File: src/rtl/mclk_div_pkg.sv
package mclk_div_pkg;
  localparam int unsigned DIV_W_DEF  = 12;
  localparam int unsigned FRAC_W_DEF = 8;
endpackage

File: src/rtl/mclk_ratio_ctl.sv
module mclk_ratio_ctl #(
  parameter int unsigned DIV_W  = 12,
  parameter int unsigned FRAC_W = 8
) (
  input  logic              clk_i,
  input  logic              rst_ni,
  input  logic              wr_i,
  input  logic [DIV_W-1:0]  div_i,
  input  logic [FRAC_W-1:0] frac_i,
  input  logic              edge_i,
  input  logic              run_i,
  output logic [DIV_W-1:0]  act_div_o,
  output logic [FRAC_W-1:0] act_frac_o,
  output logic              apply_o,
  output logic              busy_o
);
  logic              busy_q, applied_q;
  logic [DIV_W-1:0]  pend_div_q, act_div_q;
  logic [FRAC_W-1:0] pend_frac_q, act_frac_q;
  logic              accept, apply;

  assign accept = wr_i & ~busy_q;
  // swap only on an output edge, or at once while the divider is held
  assign apply  = busy_q & ~applied_q & (edge_i | ~run_i);

  always_ff @(posedge clk_i or negedge rst_ni) begin
    if (!rst_ni) begin
      busy_q      <= 1'b0;
      applied_q   <= 1'b0;
      pend_div_q  <= '0;
      pend_frac_q <= '0;
      act_div_q   <= '0;
      act_frac_q  <= '0;
    end else if (applied_q) begin
      busy_q    <= 1'b0;
      applied_q <= 1'b0;
    end else begin
      if (accept) begin
        busy_q      <= 1'b1;
        pend_div_q  <= div_i;
        pend_frac_q <= frac_i;
      end
      if (apply) begin
        act_div_q  <= pend_div_q;
        act_frac_q <= pend_frac_q;
        applied_q  <= 1'b1;
      end
    end
  end

  assign act_div_o  = act_div_q;
  assign act_frac_o = act_frac_q;
  assign apply_o    = apply;
  assign busy_o     = busy_q;
endmodule

File: src/rtl/mclk_phase_acc.sv
module mclk_phase_acc #(
  parameter int unsigned DIV_W  = 12,
  parameter int unsigned FRAC_W = 8
) (
  input  logic              clk_i,
  input  logic              rst_ni,
  input  logic              run_i,
  input  logic [DIV_W-1:0]  div_i,
  input  logic [FRAC_W-1:0] frac_i,
  input  logic              restart_i,
  output logic              fire_o,
  output logic              tog_o,
  output logic              en_o
);
  localparam int unsigned ACC_W = DIV_W + 2;

  logic [ACC_W-1:0] acc_q, div_w, frac_w, step, lim, sum;
  logic             tog_q, en_q, fire;

  assign div_w  = ACC_W'(div_i);
  assign frac_w = ACC_W'(frac_i);
  // fraction clamped to divide keeps acc below lim
  assign step   = ((frac_w > div_w) ? div_w : frac_w) + ACC_W'(1);
  assign lim    = div_w + ACC_W'(1);
  assign sum    = acc_q + step;
  assign fire   = run_i & (sum >= lim);

  always_ff @(posedge clk_i or negedge rst_ni) begin
    if (!rst_ni) begin
      acc_q <= '0;
      tog_q <= 1'b0;
      en_q  <= 1'b0;
    end else if (!run_i) begin
      acc_q <= '0;
      tog_q <= 1'b0;
      en_q  <= 1'b0;
    end else begin
      en_q <= fire & ~tog_q;
      if (fire) tog_q <= ~tog_q;
      if (restart_i)  acc_q <= '0;
      else if (fire)  acc_q <= sum - lim;
      else            acc_q <= sum;
    end
  end

  assign fire_o = fire;
  assign tog_o  = tog_q;
  assign en_o   = en_q;
endmodule

File: src/rtl/mclk_frac_div.sv
module mclk_frac_div
  import mclk_div_pkg::*;
#(
  parameter int unsigned DIV_W  = DIV_W_DEF,
  parameter int unsigned FRAC_W = FRAC_W_DEF
) (
  input  logic              clk_i,
  input  logic              rst_ni,
  input  logic [DIV_W-1:0]  div_i,
  input  logic [FRAC_W-1:0] frac_i,
  input  logic              wr_i,
  input  logic              oe_i,
  output logic              clk_o,
  output logic              clk_en_o,
  output logic              busy_o
);
  logic [DIV_W-1:0]  act_div;
  logic [FRAC_W-1:0] act_frac;
  logic              apply, fire, tog, en;

  mclk_ratio_ctl #(.DIV_W(DIV_W), .FRAC_W(FRAC_W)) u_ctl (
    .clk_i      (clk_i),
    .rst_ni     (rst_ni),
    .wr_i       (wr_i),
    .div_i      (div_i),
    .frac_i     (frac_i),
    .edge_i     (fire),
    .run_i      (oe_i),
    .act_div_o  (act_div),
    .act_frac_o (act_frac),
    .apply_o    (apply),
    .busy_o     (busy_o)
  );

  mclk_phase_acc #(.DIV_W(DIV_W), .FRAC_W(FRAC_W)) u_acc (
    .clk_i     (clk_i),
    .rst_ni    (rst_ni),
    .run_i     (oe_i),
    .div_i     (act_div),
    .frac_i    (act_frac),
    .restart_i (apply),
    .fire_o    (fire),
    .tog_o     (tog),
    .en_o      (en)
  );

  // bypass select
  assign clk_o    = oe_i ? tog : clk_i;
  assign clk_en_o = oe_i ? en  : 1'b1;
endmodule

File: config.mk
export PLATFORM = sky130hd
export DESIGN_NAME = mclk_frac_div
export DESIGN_NICKNAME = d
export VERILOG_FILES = /design/src/rtl/mclk_div_pkg.sv /design/src/rtl/mclk_ratio_ctl.sv /design/src/rtl/mclk_phase_acc.sv /design/src/rtl/mclk_frac_div.sv
export SDC_FILE = /design/constraint.sdc
export NUM_CORES = 1
export LEC_CHECK = 0
export ABC_AREA = 1
export ABC_CLOCK_PERIOD_IN_PS = 10260
export BUFFER_PORTS_ARGS = -buffer_cell sky130_fd_sc_hd__buf_2
export CAP_MARGIN = 10
export CORE_ASPECT_RATIO = 0.75
export CORE_MARGIN = 2
export CORE_UTILIZATION = 23
export DETAILED_ROUTE_END_ITERATION = 10
export GPL_ROUTABILITY_DRIVEN = 0
export SYNTH_ARGS = -nofsm -noshare
export SYNTH_HDL_FRONTEND = slang
export SYNTH_SLANG_ARGS = --single-unit
File: constraint.sdc
create_clock -name clk_i -period 10.26 [get_ports clk_i]
set_input_delay 2.052 -clock clk_i [delete_from_list [all_inputs] [get_ports clk_i]]
set_output_delay 2.052 -clock clk_i [all_outputs]
set_load 0.05 [all_outputs]
==> impl_metrics.tcl, run 1 <==
set metrics [dict create \
    drt_iter0_drc 183 \
    cts_tree "built" \
    synth_top_area_share_pct 35.64 \
    synth_flop_cell "dfrtp_1" \
    yosysUniqueCellTypes 37 \
    avgSynthCellArea_um2 7.598 \
    ant_nets 0 \
    final_core_util_pct 27.63 \
    wl_per_cell_um 11.39 \
    holdCritPathClass "flip-flop to flip-flop" \
    drt-pass1-iter-count 4 \
    cts_setup_buffers 0 \
    rsz0062_at_grt "no" \
    fin_nets 630 \
    die_height_um 119.2 \
    worst_pin_slew_ns 0.9471 \
    drc_errors 0 \
    cts-resized-gates 0 \
    crit_chain "clkbuf_16 > clkbuf_16 > nand2_1 > nand2_1 > buf_2" \
    crit_required_ns 8.21 \
    n_antenna_cell 0 \
    setup_slack_ns 2.510 \
    grt_pass1_vias 3166 \
    crit_slowest_cell "buf_2" \
    synth_xor_xnor_area_share_pct 6.452 \
    slew_headroom_pct 36.71 \
    dp_hpwl_mm 7.255 \
    fin_hold_ws_ns 0.4480 \
    synth_compound_area_share_pct 9.247 \
    viasPerCell 4.170 \
    synth-simple-area-share_pct 25.65 \
    synth_edf_count 0 \
    muxShareOfSynthArea_pct 3.594 \
    start_util_pct 23.27 \
    finalHoldViolCount 0 \
    skew_ns 0.008486 \
    overflow 0 \
    synthTopCellsByArea "dfrtp_1 (36%), nand2_1 (15%), ha_1 (10%), inv_1 (6.1%), xor2_1 (5.4%)" \
    coreArea_um2 17500 \
    numPortBuffers 26 \
    ctsHoldBuffers 0 \
    cp.arrival_ns 5.70 \
    async_reset_ff_share_pct 100.0 \
    clk_latency_ns 0.44 \
    via_count 3403 \
    synth_warnings 0 \
    clk_pin_slew_ns 0.05 \
    start_kind "clock port" \
    maxCapViolCount 0 \
    worstSetupEndpointType "output pin" \
    drive_gt1_share_pct 12.37 \
    timing.final.max_slew_violations 0 \
    finalSetupViolations 0 \
    dpl_worst_slack_ns 2.801 \
    path_class "clock port to output pin" \
    slowest_delay_ns 0.21 \
    rows 42 \
    syn_to_final_growth_pct 18.71 \
    antenna_found_initial 0 \
    synth_seq_cells 58 \
    die_area_um2 18800 \
    grt_usage_pct 10.71 \
    status "completed" \
    grt_pass1_wl_mm 15.68 \
    tns_ns 0 \
    synthesis.area_um2 4073 \
    cp_max_fo 2 \
    syn_inst 536 \
    synth_top_family_by_area "simple AND/OR/NAND/NOR gates" \
    synth-seq-area-share_pct 35.64 \
    die_x_um 157.7 \
    grt_max_degree 59 \
    synth_fa_ha_area_share_pct 11.43 \
    io_pins 27 \
    routed_wl_mm 9.292 \
    yosys.area.top_type "dfrtp_1" \
]
critical path: cells and delay by family:
| family | cells | cell delay [ns] |
|---|---|---|
| and+or+nand+nor | 2 | 0.11 |
| buffers and inverters | 3 | 0.46 |
layout by cell type, fill, tap and decap left out, drive strengths merged, types with 3 or more instances in the layout:
cell    netlist  final
nor3          3      3
conb          1      4
clkbuf        5     13
dfrtp        58     58
buf           6     28
o21ai        24     24
inv          68     68
a21oi        34     34
xnor2         5      5
mux2         13     13
nand3        25     25
ha           34     34
nand4         6      6
or2           3      3
xor2         25     25
nand2       167    167
o21bai        3      3
nor2         43     43
cells in the mapped netlist (2+ instances only):
master	instances
inv_2	2
clkbuf_1	5
o21bai_1	3
mux2_2	13
nand2_2	3
a21oi_1	33
a31oi_1	2
or2_2	3
buf_4	2
nand3b_1	2
nor3_1	3
nor2_1	43
nand2_1	163
inv_1	66
nand4_1	6
fa_1	2
ha_1	34
dfrtp_1	58
nand3_1	23
buf_6	2
buf_2	2
xnor2_1	5
xor2_1	25
o21ai_0	23
metrics by stage:
step / area (µm²) / cells
after floorplan: 4084 / 539
after global placement: 4466 / 798
after detailed placement: 4466 / 798
after CTS: 4835 / 816
after global routing: 4835 / 816
final: 4835 / 816
routing by layer:
layer	track usage [%]	up-vias	wire length [µm]
li1	-	1784	-
met1	16.44	1546	5060
met2	14.05	57	3632
met3	2.693	16	452
met4	4.034	0	146
met5	0	-	0
sequential cells by signal, summed over array words and instances, names as in the netlist:
register	count
u_acc.acc_q	14
u_acc.en_o	1
u_acc.tog_o	1
u_ctl.act_div_o	12
u_ctl.act_frac_o	8
u_ctl.applied_q	1
u_ctl.busy_o	1
u_ctl.pend_div_q	12
u_ctl.pend_frac_q	8
path summary, 6_finish.rpt:
path,startpoint,to,slack [ns],depth (start not counted)
max in group asynchronous,rst_ni,u_ctl.act_div_o[10]$_DFFE_PN0P_,8.03,2
min reg2reg,u_ctl.applied_q$_DFF_PN0_,u_ctl.busy_o$_DFFE_PN0P_,0.45,1
min in group asynchronous,rst_ni,u_ctl.pend_frac_q[0]$_DFFE_PN0P_,1.75,2
max,clk_i,clk_o,2.51,5
min,u_ctl.applied_q$_DFF_PN0_,u_ctl.busy_o$_DFFE_PN0P_,0.45,1
max reg2reg,u_ctl.act_div_o[5]$_DFFE_PN0P_,u_ctl.act_frac_o[1]$_DFFE_PN0P_,4.87,32
final cells by class:
type                            instances  area [µm²]
Fill cell                            1895       12660
Multi-Input combinational cell        402        2311
Sequential cell                        58        1451
Clock buffer                           14       319.1
Tap cell                              242       302.8
Inverter                               68       255.2
Timing Repair Buffer                   27       140.1
Clock inverter                          5       55.05
cell families (layout without fill, tap and decap cells):
group                      after synthesis  count (layout)
AOI/OAI and AO/OA                       68              68
xor gates and xnor gates                30              30
adders and majority gates               36              36
buffers and inverters                   79             114
DFF                                     58              58
muxes                                   13              13
other                                    1               4
and+or+nand+nor                        251             251
Power of run 1 is not shown: default switching activity piles up to over one toggle a cycle in this logic, so the estimate is an artifact.
==> run 2, diff against run 1 <==
--- a/config.mk
+++ b/config.mk
@@ -6,7 +6,7 @@
 export NUM_CORES = 1
 export LEC_CHECK = 0
 export ABC_AREA = 1
-export ABC_CLOCK_PERIOD_IN_PS = 10260
+export ABC_CLOCK_PERIOD_IN_PS = 7100
 export BUFFER_PORTS_ARGS = -buffer_cell sky130_fd_sc_hd__buf_2
 export CAP_MARGIN = 10
 export CORE_ASPECT_RATIO = 0.75
==> constraint.sdc (replaced) <==
create_clock -name clk_i -period 7.1 [get_ports clk_i]
set_input_delay 1.42 -clock clk_i [delete_from_list [all_inputs] [get_ports clk_i]]
set_output_delay 1.42 -clock clk_i [all_outputs]
set_load 0.05 [all_outputs]
==> run 2 against run 1 <==
- utilization barely moved
- count of clock-buffer cells in the layout rose by 1
- hold slack improved by 0.0042 ns
- global-route usage barely moved
- first-iteration DRC count rose by 48%
- cell area barely moved
- sequential cell count did not move
==> impl_metrics.tcl, run 2 (synthesis results as in run 1) <==
set metrics [dict create \
    tns_ns 0 \
    clk_pin_slew_ns 0.05 \
    drt-pass1-iter-count 6 \
    drc_errors 0 \
    grt_max_degree 59 \
    antenna_found_initial 0 \
    start_util_pct 23.27 \
    finalSetupViolations 0 \
    fin_hold_ws_ns 0.4522 \
    n_antenna_cell 0 \
    setup_slack_ns 1.569 \
    dpl_worst_slack_ns 1.744 \
    rsz0062_at_grt "no" \
    cts-resized-gates 0 \
    wl_per_cell_um 11.62 \
    via_count 3439 \
    ctsHoldBuffers 0 \
    slew_headroom_pct 33.75 \
    regMostFlops "u_acc.acc_q" \
    ant_nets 0 \
    path_class "clock port to output pin" \
    final_cell_mix "nand2_1 (163), inv_1 (66), dfrtp_1 (58), nor2_1 (43), ha_1 (34)" \
    largest_register_ffs 14 \
    start_kind "clock port" \
    skew_ns 0.005142 \
    worst_pin_slew_ns 0.9913 \
    cp.arrival_ns 4.11 \
    worstSetupEndpointType "output pin" \
    holdCritPathClass "flip-flop to flip-flop" \
    design_area_um2 4833 \
    grt_pass1_vias 3174 \
    syn_to_final_growth_pct 18.68 \
    cts_setup_buffers 0 \
    clk_latency_ns 0.44 \
    cts_tree "built" \
    rows 42 \
    status "completed" \
    drive_gt1_share_pct 12.22 \
    dp_hpwl_mm 7.143 \
    finalHoldViolCount 0 \
    maxCapViolCount 0 \
    placed_area_um2 4466 \
    final_common_cell "nand2_1" \
    timing.final.max_slew_violations 0 \
    numPortBuffers 26 \
    grt_usage_pct 10.71 \
    die_height_um 119.2 \
    grt_pass1_wl_mm 15.73 \
    overflow 0 \
    routed_wl_mm 9.472 \
    crit_required_ns 5.68 \
    fin_nets 630 \
    drt_iter0_drc 271 \
    die_area_um2 18800 \
    coreArea_um2 17500 \
    viasPerCell 4.220 \
    die_x_um 157.7 \
    cp_max_fo 2 \
    io_pins 27 \
]
[run 2: cell types whose count changed in the layout (fill, tap and decap cells not counted), sizes merged]
cell,delta
clkbuf,+1
clkinvlp,-2
[run 2: final cells by class]
class | instances | area, µm²
tap | 242 | 302.8
clock buffer | 15 | 332.8
clock inverter | 3 | 40.04
timing repair buffer | 27 | 140.1
multi-input combinational | 402 | 2311
inverter | 68 | 255.2
fill | 1892 | 12670
sequential | 58 | 1451
[run 2: worst max-delay path, cell delays in order]
cell and delay (ns):
clkbuf_16 0.12, clkbuf_16 0.13, nand2_1 0.06, nand2_1 0.05
buf_2 0.20
[run 2: through the flow]
stage | utilization [%] | cells
floorplan | - | 539
global placement | 25.52 | 798
detailed placement | 25.52 | 798
CTS | 27.62 | 815
global route | 27.62 | 815
finish | 27.62 | 815
[run 2: final timing paths]
| check | endpoint | cells past startpoint | start | slack [ns] |
|---|---|---|---|---|
| worst max register to register | u_ctl.act_frac_o[6]$_DFFE_PN0P_ | 31 | u_ctl.act_div_o[5]$_DFFE_PN0P_ | 1.73 |
| worst min register to register | u_ctl.busy_o$_DFFE_PN0P_ | 1 | u_ctl.applied_q$_DFF_PN0_ | 0.45 |
| max in group asynchronous | u_ctl.pend_div_q[10]$_DFFE_PN0P_ | 2 | rst_ni | 5.47 |
| worst max-delay path | clk_o | 5 | clk_i | 1.57 |
| min in group asynchronous | u_ctl.pend_frac_q[0]$_DFFE_PN0P_ | 2 | rst_ni | 1.13 |
| worst min-delay path | u_ctl.busy_o$_DFFE_PN0P_ | 1 | u_ctl.applied_q$_DFF_PN0_ | 0.45 |
[run 2: metal layers]
layer | global-route usage, % | vias to the layer above | part of all wire [%]
li1 | - | 1773 | -
met1 | 16.09 | 1571 | 54
met2 | 14.24 | 83 | 41
met3 | 2.802 | 12 | 4.5
met4 | 4.318 | 0 | 1.2
met5 | 0 | - | 0
Power of run 2 is left out for the same reason.
==> run 3, diff against run 2 <==
--- a/config.mk
+++ b/config.mk
@@ -5,8 +5,8 @@
 export SDC_FILE = /design/constraint.sdc
 export NUM_CORES = 1
 export LEC_CHECK = 0
-export ABC_AREA = 1
-export ABC_CLOCK_PERIOD_IN_PS = 7100
+export ABC_AREA = 0
+export ABC_CLOCK_PERIOD_IN_PS = 5050
 export BUFFER_PORTS_ARGS = -buffer_cell sky130_fd_sc_hd__buf_2
 export CAP_MARGIN = 10
 export CORE_ASPECT_RATIO = 0.75
==> constraint.sdc (replaced) <==
create_clock -name clk_i -period 5.05 [get_ports clk_i]
set_input_delay 1.01 -clock clk_i [delete_from_list [all_inputs] [get_ports clk_i]]
set_output_delay 1.01 -clock clk_i [all_outputs]
set_load 0.05 [all_outputs]
==> run 3 against run 2 <==
- final cell count is 15% lower
- register-to-register slack worse by 1.7 ns
- utilization rose by 5.3 points
- critical path depth grew 20
- first-iteration DRC count decreased by 41%
- sequential cell count did not move
- sequential share of layout area down 4.0 points
- setup slack got worse by 1.6 ns
==> impl_metrics.tcl, run 3 <==
set metrics [dict create \
    status "completed" \
    cts_buffer_depth 2 \
    drive_gt1_share_pct 46.23 \
    n_antenna_cell 0 \
    synth_seq_cells 58 \
    via_count 3239 \
    grt_max_degree 59 \
    synthesis.area_um2 4000 \
    antenna_found_initial 0 \
    async_reset_ff_share_pct 100.0 \
    clk_latency_ns 0.33 \
    routed_wl_mm 10.58 \
    crit_slowest_cell "dfrtp_1" \
    die_height_um 118.2 \
    die_x_um 156.3 \
    start_kind "flip-flop" \
    synth_flop_cell "dfrtp_1" \
    final_cell_mix "buf_4 (64), dfrtp_1 (58), ha_1 (27), mux2_2 (26), buf_2 (26)" \
    worstSetupEndpointType "flip-flop" \
    crit_required_ns 5.26 \
    cts_tree "built" \
    avgSynthCellArea_um2 10.64 \
    ctsHtreeMaxLevel 3 \
    grt_pass1_wl_mm 16.99 \
    yosysUniqueCellTypes 58 \
    slew_headroom_pct 49.29 \
    slowest_delay_ns 0.40 \
    numPortBuffers 26 \
    synth_top_area_share_pct 36.28 \
    io_pins 27 \
    instances_no_fill 693 \
    fin_nets 533 \
    final_common_cell "buf_4" \
    setup_slack_ns 0.01446 \
    start_util_pct 23.63 \
    nFillCells 1710 \
    critical-path-top-delay-family "compound AO/OA/AOI/OAI gates" \
    cp_max_fo 8 \
    synthTopCellsByArea "dfrtp_1 (36%), ha_1 (11%), mux2_2 (7.9%), mux2_4 (7.1%), xnor2_1 (3.9%)" \
    placedCellCount 667 \
    min_period_over_period_pct 99.71 \
    synth-seq-area-share_pct 36.28 \
    regArea_um2 1451 \
    cpMostUsedCell "ha_4" \
    coreArea_um2 16930 \
    ctsHoldBuffers 0 \
    regMostFlops "u_acc.acc_q" \
    timing.final.max_slew_violations 0 \
    die_area_um2 18470 \
    grt_pass1_vias 3334 \
    finalSetupViolations 0 \
    largest_register_ffs 14 \
    timing.fmax_mhz 198.6 \
    synth_warnings 0 \
    syn_to_final_growth_pct 39.22 \
    dp_hpwl_mm 7.520 \
    skew_ns 0.008669 \
    finalHoldViolCount 0 \
    overflow 0 \
    numCtsBuffers 9 \
    period_minus_slack_ns 5.036 \
    wl_per_cell_um 15.27 \
    grt_usage_pct 11.68 \
    multi_input_area_um2 2781 \
    path_class "flip-flop to flip-flop" \
    dpl_worst_slack_ns -0.3271 \
    drc_errors 0 \
    maxCapViolCount 0 \
    synth_edf_count 0 \
    rsz0062_at_grt "yes" \
    drt_iter0_drc 161 \
    viasPerCell 4.674 \
    synth_common_cells "dfrtp_1 (58), ha_1 (34), mux2_2 (28), nand2_1 (28)" \
    cp.arrival_ns 5.25 \
    holdCritPathClass "flip-flop to flip-flop" \
    synth.most_common_cell "dfrtp_1" \
    rows 41 \
    cts-root-buf "clkbuf_16" \
    drt-pass1-iter-count 4 \
    yosys.area.top_type "dfrtp_1" \
    critPathBufInv 2 \
    worst_pin_slew_ns 0.7606 \
    clk_pin_slew_ns 0.06 \
    ant_nets 0 \
    syn_inst 376 \
    fin_hold_ws_ns 0.4831 \
]
run 3: layer usage:
layer	wire (µm)	GRT usage, %	vias up
met1	5280	16.55	1587
li1	-	-	1569
met3	450	3.044	16
met2	4684	17.26	67
met4	165	3.727	0
met5	0	0	-
run 3: final timing paths:
path	end	from	cells past startpoint	slack, ns
worst min register to register	u_ctl.busy_o$_DFFE_PN0P_	u_ctl.applied_q$_DFF_PN0_	1	0.48
worst max-delay path	u_ctl.act_frac_o[5]$_DFFE_PN0P_	u_ctl.act_frac_o[1]$_DFFE_PN0P_	25	0.01
worst min-delay path	u_ctl.busy_o$_DFFE_PN0P_	u_ctl.applied_q$_DFF_PN0_	1	0.48
max in group asynchronous	u_ctl.pend_div_q[1]$_DFFE_PN0P_	rst_ni	2	3.71
min in group asynchronous	u_acc.acc_q[10]$_DFF_PN0_	rst_ni	2	0.83
worst max register to register	u_ctl.act_frac_o[5]$_DFFE_PN0P_	u_ctl.act_frac_o[1]$_DFFE_PN0P_	25	0.01
run 3: area by class of cell:
type | instances | share of cell area [%]
tap | 215 | 4.830
timing repair buffer | 96 | 12.92
sequential | 58 | 26.06
multi-input combinational | 289 | 49.94
inverter | 17 | 1.146
clock inverter | 8 | 0.9661
clock buffer | 10 | 4.134
run 3: cells by family (layout without fill, tap and decap cells):
family / after synthesis / in the layout / share of synthesized area (%)
AOI/OAI and AO/OA: 86 / 86 / 15.26
xor gates and xnor gates: 30 / 30 / 6.756
adders and majority gates: 36 / 36 / 11.64
buffers and inverters: 32 / 131 / 3.691
DFF: 58 / 58 / 36.28
muxes: 53 / 53 / 16.52
other: 1 / 4 / 0.09375
and+or+nand+nor: 80 / 80 / 9.759
run 3: per-stage QoR:
| stage | area, µm² | setup TNS [ns] | utilization (%) |
|---|---|---|---|
| finish | 5569 | 0 | 32.90 |
| global route | 5569 | -4.850 | 32.90 |
| CTS | 5318 | 0 | 31.41 |
| detailed placement | 4831 | -10.01 | 28.54 |
| global placement | 4831 | -6.982 | 28.54 |
| floorplan | 4011 | 0 | - |
run 3: timing repair:
action / CTS / global route
setup buffers: 9 / 2
pin swaps: 18 / 33
gates cloned: 1 / 1
setup endpoints to repair: 35 / 37
resized for setup: 29 / 52
Power of run 3 is left out for the same reason.
